File: config.mk
export PLATFORM = sky130hd
export DESIGN_NAME = ovstrobe_filter
export DESIGN_NICKNAME = d
export VERILOG_FILES = /design/src/rtl/ovf_pkg.sv /design/src/rtl/ovf_strobe_gen.sv /design/src/rtl/ovf_run_count.sv /design/src/rtl/ovf_fault_hold.sv /design/src/rtl/ovstrobe_filter.sv
export SDC_FILE = /design/constraint.sdc
export NUM_CORES = 1
export LEC_CHECK = 0
export BUFFER_PORTS_ARGS = -buffer_cell sky130_fd_sc_hd__buf_4
export CORE_AREA = 2 2 39 41
export DETAILED_ROUTE_END_ITERATION = 10
export DIE_AREA = 0 0 41 43
export GPL_ROUTABILITY_DRIVEN = 0
export PLACE_DENSITY = 0.53
export SLEW_MARGIN = 20
export SYNTH_ARGS = -nofsm -noshare
export SYNTH_HDL_FRONTEND = slang
export SYNTH_HIERARCHICAL = 1
export SYNTH_SLANG_ARGS = --single-unit
File: constraint.sdc
create_clock -name clk -period 1.5 [get_ports clk]
set_input_delay 0.225 -clock clk [delete_from_list [all_inputs] [get_ports clk]]
set_output_delay 0.225 -clock clk [all_outputs]
set_load 0.01 [all_outputs]
File: src/rtl/ovf_pkg.sv
package ovf_pkg;

  typedef enum logic [1:0] {
    CNT_HOLD = 2'd0,
    CNT_INC  = 2'd1,
    CNT_ZERO = 2'd2
  } cnt_act_e;

  // Bits needed to hold values 0..v, at least one.
  function automatic int unsigned ovf_width(input int unsigned v);
    return (v < 1) ? 1 : $clog2(v + 1);
  endfunction

endpackage

File: src/rtl/ovf_strobe_gen.sv
module ovf_strobe_gen import ovf_pkg::*; #(
  parameter int unsigned STROBE_DLY = 3
) (
  input  logic clk,
  input  logic rst,
  input  logic en,
  input  logic sw_on,
  input  logic cyc_start,
  output logic strobe,
  output logic miss
);

  logic at_point;
  logic smp_done_q;

  generate
    if (STROBE_DLY == 0) begin : g_no_delay
      assign at_point = !sw_on;
    end else begin : g_delay
      localparam int unsigned DW = ovf_width(STROBE_DLY);
      localparam logic [DW-1:0] DLY_TOP = DW'(STROBE_DLY);
      logic [DW-1:0] off_ticks_q;

      always_ff @(posedge clk) begin
        if (rst || !en) begin
          off_ticks_q <= '0;
        end else if (sw_on) begin
          off_ticks_q <= '0;
        end else if (off_ticks_q != DLY_TOP) begin
          off_ticks_q <= off_ticks_q + 1'b1;
        end
      end

      assign at_point = !sw_on && (off_ticks_q == DLY_TOP);
    end
  endgenerate

  always_comb begin
    strobe = !rst && en && at_point && !smp_done_q && !cyc_start;
    miss   = !rst && en && cyc_start && !smp_done_q;
  end

  always_ff @(posedge clk) begin
    if (rst || !en) begin
      smp_done_q <= 1'b0;
    end else if (cyc_start) begin
      smp_done_q <= 1'b0;
    end else if (strobe) begin
      smp_done_q <= 1'b1;
    end
  end

  AST_STROBE_IN_OFF: assert property (@(posedge clk) disable iff (rst)
    strobe |-> !sw_on);
  AST_STROBE_AFTER_DELAY: assert property (@(posedge clk) disable iff (rst)
    strobe |-> ((STROBE_DLY == 0) || !$past(sw_on)));
  AST_ONE_STROBE: assert property (@(posedge clk) disable iff (rst)
    ($past(strobe) && !cyc_start) |-> !strobe);

endmodule

File: src/rtl/ovf_run_count.sv
module ovf_run_count import ovf_pkg::*; #(
  parameter int unsigned LIMIT = 4,
  localparam int unsigned CW = ovf_width(LIMIT)
) (
  input  logic          clk,
  input  logic          rst,
  input  logic          en,
  input  logic          clr,
  input  logic          strobe,
  input  logic          miss,
  input  logic          ov_trip,
  output logic [CW-1:0] cnt_q,
  output logic          hit
);

  localparam logic [CW-1:0] LIM_V = CW'(LIMIT);
  localparam logic [CW-1:0] PRE_V = CW'(LIMIT - 1);

  cnt_act_e act;

  always_comb begin
    if (!en || clr) begin
      act = CNT_ZERO;
    end else if (miss) begin
      act = CNT_ZERO;
    end else if (strobe) begin
      act = ov_trip ? CNT_INC : CNT_ZERO;
    end else begin
      act = CNT_HOLD;
    end
    hit = en && !clr && strobe && ov_trip && (cnt_q == PRE_V);
  end

  always_ff @(posedge clk) begin
    if (rst) begin
      cnt_q <= '0;
    end else begin
      case (act)
        CNT_ZERO: cnt_q <= '0;
        CNT_INC:  if (cnt_q != LIM_V) cnt_q <= cnt_q + 1'b1;
        default:  cnt_q <= cnt_q;
      endcase
    end
  end

  AST_CNT_CEILING: assert property (@(posedge clk) disable iff (rst)
    cnt_q <= LIM_V);
  AST_CNT_STEP: assert property (@(posedge clk) disable iff (rst)
    (cnt_q != $past(cnt_q)) |-> ((cnt_q == '0) || (cnt_q == $past(cnt_q) + 1'b1)));
  AST_NOSAMPLE_CLEAR: assert property (@(posedge clk) disable iff (rst)
    $past(miss) |-> (cnt_q == '0));

endmodule

File: src/rtl/ovf_fault_hold.sv
module ovf_fault_hold (
  input  logic clk,
  input  logic rst,
  input  logic en,
  input  logic clr,
  input  logic hit,
  output logic fault_q
);

  always_ff @(posedge clk) begin
    if (rst || !en || clr) begin
      fault_q <= 1'b0;
    end else if (hit) begin
      fault_q <= 1'b1;
    end
  end

  AST_FAULT_HOLD: assert property (@(posedge clk) disable iff (rst)
    ($past(fault_q) && $past(en) && !$past(clr)) |-> fault_q);
  AST_FAULT_DROP: assert property (@(posedge clk) disable iff (rst)
    ($past(clr) || !$past(en)) |-> !fault_q);

endmodule

File: src/rtl/ovstrobe_filter.sv
module ovstrobe_filter import ovf_pkg::*; #(
  parameter int unsigned STROBE_DLY = 3,
  parameter int unsigned LIMIT      = 4,
  localparam int unsigned CW = ovf_width(LIMIT)
) (
  input  logic          clk,
  input  logic          rst,
  input  logic          en,
  input  logic          sw_on,
  input  logic          cyc_start,
  input  logic          ov_cmp,
  input  logic          flt_clr,
  output logic          fault_req,
  output logic [CW-1:0] trip_run
);

  logic strobe;
  logic miss;
  logic hit;

  ovf_strobe_gen #(.STROBE_DLY(STROBE_DLY)) u_strobe (
    .clk       (clk),
    .rst       (rst),
    .en        (en),
    .sw_on     (sw_on),
    .cyc_start (cyc_start),
    .strobe    (strobe),
    .miss      (miss)
  );

  ovf_run_count #(.LIMIT(LIMIT)) u_count (
    .clk     (clk),
    .rst     (rst),
    .en      (en),
    .clr     (flt_clr),
    .strobe  (strobe),
    .miss    (miss),
    .ov_trip (ov_cmp),
    .cnt_q   (trip_run),
    .hit     (hit)
  );

  ovf_fault_hold u_fault (
    .clk     (clk),
    .rst     (rst),
    .en      (en),
    .clr     (flt_clr),
    .hit     (hit),
    .fault_q (fault_req)
  );

  AST_FAULT_AT_LIMIT: assert property (@(posedge clk) disable iff (rst)
    $rose(fault_req) |-> (trip_run == CW'(LIMIT)));
  AST_DISABLED_QUIET: assert property (@(posedge clk) disable iff (rst)
    !en |=> ((trip_run == '0) && !fault_req));

endmodule

# Word-level counts from Yosys, hierarchy flattened

Cells that the tools add are included.
Widths: inputs -> output; s select.

Memories: 0
Bits in latches: 0
Bits in registers: 7
Logic and storage cells: 43
Bits in writable memories: 0
Memory bits (read-only): 0

Multiplexer cells: 6
$lt $le $gt $ge: 0
Equal/unequal tests: 7
Shifts and indexed selects: 0
Reductions and logical operators: 24
Bitwise gates (word level): 0
Divide/modulo/power cells: 0
Multipliers: 0
Add/sub/neg operators: 2

Operators with widths:

| operator            | number |
|---|---|
| $logic_and 1x1->1   | 11 |
| $mux 2              | 4 |
| $logic_not 1->1     | 6 |
| $pmux 3 s2          | 1 |
| $eq 2x2->1 const B  | 2 |
| $reduce_or 2->1     | 2 |
| $add 3x1->3 const B | 1 |
| $eq 3x2->1 const B  | 1 |
| $logic_or 1x1->1    | 3 |
| $mux 3              | 1 |
| $ne 3x3->1 const B  | 1 |
| $add 2x1->2 const B | 1 |
| $eq 2x1->1 const B  | 1 |
| $ne 2x1->1 const B  | 1 |
| $ne 2x2->1 const B  | 1 |
| $reduce_and 2->1    | 1 |
| $reduce_bool 2->1   | 1 |

# Depth between registers and ports, before layout

Depth after elaboration: 11
Depth in mapped cells: 6
Depth with buffers taken out: 6

# Hierarchy

Netlist, hierarchy kept.

By module, submodules not included:

| module         | instances | cells each | area an instance (um^2) |
|---|---|---|---|
| ovf_run_count  | 1         | 26         | 202.7 |
| ovf_strobe_gen | 1         | 14         | 156.4 |
| ovf_fault_hold | 1         | 3          | 38.8 |

# Worst setup path before layout

OpenSTA, ideal clock, no wires.

Path kind: in2reg
Start: input port rst
End: register u_fault.fault_q
Data required time: 1413 ps
Setup time: 87 ps
Setup slack: 16 ps
Buffers on the path: 0
Data arrival time: 1397 ps
Cell stages on the path: 6
Cells stage by stage: or3b_1 -> nor4b_2 -> nand2_1 -> nor2_1 -> nor2_1 -> nor4b_2

Word-level cells in the longest chain between the ends: 8
Elaborated cells on any way between the ends: 10

RTL lines:

| what                            | line                  | source |
|---|---|---|
| start: declaration              | ovstrobe_filter.sv:7  | `input logic rst,` |
| $logic_not 1->1                 | ovf_strobe_gen.sv:39  | `strobe = !rst && en && at_point && !smp_done_q && !cyc_start;` |
| $logic_and 1x1->1 (4 in series) | ovf_strobe_gen.sv:39  |  |
| named net strobe                | ovstrobe_filter.sv:17 | `logic strobe;` |
| $logic_and 1x1->1 (3 in series) | ovf_run_count.sv:31   | `hit = en && !clr && strobe && ov_trip && (cnt_q == PRE_V);` |
| named net hit                   | ovstrobe_filter.sv:19 | `logic hit;` |
| end signal: assignment          | ovf_fault_hold.sv:12  | `fault_q <= 1'b0;` |
| end signal: assignment          | ovf_fault_hold.sv:14  | `fault_q <= 1'b1;` |
| end: declaration                | ovf_fault_hold.sv:7   | `output logic fault_q` |

The timed path passes the listed nets, and every way through them passes these cells.
A chain may end at the register's enable or synchronous reset.

# Final worst setup path

Same ends and word-level chain as after synthesis.

==> flow_metrics.tcl <==
set metrics [dict create \
    critPathTopFamily "simple AND/OR/NAND/NOR gates" \
    fin_setup_tns_ns 0 \
    async_flop_share_pct 0 \
    clock_sinks 7 \
    via_count 367 \
    synthXorXnorAreaFrac_pct 2.20 \
    fillers 159 \
    cap_violations 0 \
    synth_top_area_cell "dfxtp_1" \
    dp_hpwl_um 646 \
    first_pass_iters 3 \
    area_delta_synth_final_pct 43.7 \
    post_cts_buffers 0 \
    vdd_drop_max_v 0.000305 \
    synth_edf_count 0 \
    reg2reg_depth 6 \
    synth_top_family_by_area "simple AND/OR/NAND/NOR gates" \
    cts_buffers 3 \
    required_ns 1.66 \
    pre_cts_slack_ns -0.168 \
    min_path_type "input port to flip-flop" \
    cts_tree "built" \
    antenna_found_initial 0 \
    p_leak_uw 0.000242 \
    max_freq_ghz 0.712 \
    ys_seq_area_share_pct 35.2 \
    synth.ff_latch_count 7 \
    path_class "input port to flip-flop" \
    cp.depth 7 \
    wire_per_inst_um 9.86 \
    finalNetCount 76 \
    crit_path_end "u_fault/fault_q" \
    drtAntennaViolNets 0 \
    io_buffer_count 10 \
    finClkSkew_ns 0.000749 \
    startpoint_type "input port" \
    synth_compound_area_share_pct 9.75 \
    power_density_mw_per_mm2 692 \
    path_max_fanout 3 \
    synthSimpleGateAreaFrac_pct 33.0 \
    hold_buffers 0 \
    ys.flop_type "dfxtp_1" \
    synth_top_area_share_pct 35.2 \
    worst-r2r-setup-slack_ns 0.1 \
    register_area_um2 140 \
    synth.area.mux_share_pct 2.52 \
    crit_start "rst" \
    r2r-start "u_strobe/g_delay.off_ticks_q[0]" \
    cp_slowest_cell "or3b_1" \
    end_kind "flip-flop" \
    worstReg2RegEnd "u_fault/fault_q" \
    setup_viol 0 \
    synth_fa_ha_area_share_pct 12.6 \
    grt_pass1_wl_mm 1.10 \
    fin_util_pct 41.3 \
    drt-vias-per-instance 4.59 \
    die_area_mm2 0.00176 \
    avgSynthCellArea_um2 9.25 \
    critical_path_arrival_ns 1.57 \
    fp.dieH_um 43 \
    initial_utilization_pct 28.8 \
    core_area_mm2 0.00138 \
    clock_path_buffers 2 \
    layout_commonest_cell "buf_4" \
    yosys-top-cells-area "dfxtp_1 35%, ha_1 13%, nor4b_2 11%" \
    drt_wl_total_um 789 \
    crit_chain "buf_4, or3b_1, nor4b_2, nand2_1, nor2_1, nor2_1, nor4b_2" \
    grt_pass1_vias 306 \
    multi_input_area_um2 239 \
    hold_viol 0 \
    io_pins 11 \
    drive_above_1_share_pct 37.5 \
    cts.clk_slew.worst_paths_ns 0.05 \
    die_w_um 41 \
    critical-path-max-stage-delay_ns 0.40 \
    fin_ws_ns 0.0958 \
    cts_root_buf "clkbuf_4" \
    status "finished clean" \
    synth_nets 54 \
    n_antenna_cell 0 \
    max_slew.worst_pin.slew_ns 0.334 \
    drv_slew 0 \
    fin_crit_ns 1.40 \
    cp_num_buf_inv 1 \
    whs_ns 0.165 \
    grt_use_total_pct 9.93 \
    final_cell_mix "17 x buf_4, 7 x dfxtp_1, 5 x inv_1, 5 x nand2_1, 5 x nor2_1" \
    timing.final.crit_share_pct 93.6 \
    synth_cell_types 18 \
    grt-ovfl-total 0 \
    post_cts_resized 0 \
    synth_area_um2 398 \
    drcViolationCount 0 \
    rsz0062_at_grt "false" \
    yosys_warnings 6 \
    grt_start_max_net_pins 6 \
    clk_latency_ns 0.25 \
    drtIter0Drc 4 \
    rows 14 \
    relSlewSlack_pct 77.6 \
    h-tree-depth 1 \
    synthCells 43 \
]
## cells in the mapped netlist (all sizes together) (2+ instances only)
cell   count
inv        5
nand2      5
nor4b      3
o22ai      2
nor2       5
dfxtp      7
o21a       2
ha         4
## worst min-delay path by stage
stage | startpoint | to | depth (start not counted)
after floorplan | rst | u_fault/fault_q | 1
after global placement | flt_clr | u_fault/fault_q | 2
after detailed placement | flt_clr | u_fault/fault_q | 2
final | flt_clr | u_fault/fault_q | 2
after CTS | flt_clr | u_fault/fault_q | 2
after global routing | flt_clr | u_fault/fault_q | 2
## report_power, final
| group | internal [uW] | switching [uW] | leakage (uW) |
|---|---|---|---|
| registers | 188 | 0.949 | 0.0000565 |
| clock network | 101 | 68.6 | 0.0000150 |
| logic | 22.7 | 14.3 | 0.000170 |
| total | 312 | 83.9 | 0.000242 |
## per-layer routing
| layer | track usage (%) | routed length [um] | vias up |
|---|---|---|---|
| met2 | 12.8 | 358 | 10 |
| met1 | 10.9 | 359 | 164 |
| met4 | 10.0 | 14 | 0 |
| li1 | - | - | 191 |
| met5 | 0 | 0 | - |
| met3 | 4.71 | 56 | 2 |
## sequential cells by signal, summed over array words and instances (netlist names)
name / cells
u_fault/fault_q: 1
u_count/cnt_q: 3
u_strobe/g_delay.off_ticks_q: 2
u_strobe/smp_done_q: 1
## metrics by stage
stage / total power (uW) / cell area [um2] / instances
6_report: 396 / 572 / 80
5_1_grt: 422 / 572 / 80
4_1_cts: 406 / 572 / 80
3_5_place_dp: 230 / 546 / 76
3_3_place_gp: 229 / 546 / 76
2_1_floorplan: 203 / 398 / 43
## cell type report
cell class / count / area share, %
Clock buffer: 4 / 4.60
Tap cell: 16 / 3.50
Inverter: 5 / 3.28
Timing Repair Buffer: 17 / 22.3
Multi-Input combinational cell: 31 / 41.8
Sequential cell: 7 / 24.5
## cell families (layout without fill, tap and decap cells)
family,count (synthesis),in the layout
fa+ha+maj,4,4
buf+inv,5,26
flops,7,7
simple gates,19,19
xor+xnor,1,1
mux,1,1
compound gates,6,6
(Power assumes the default switching activity.)
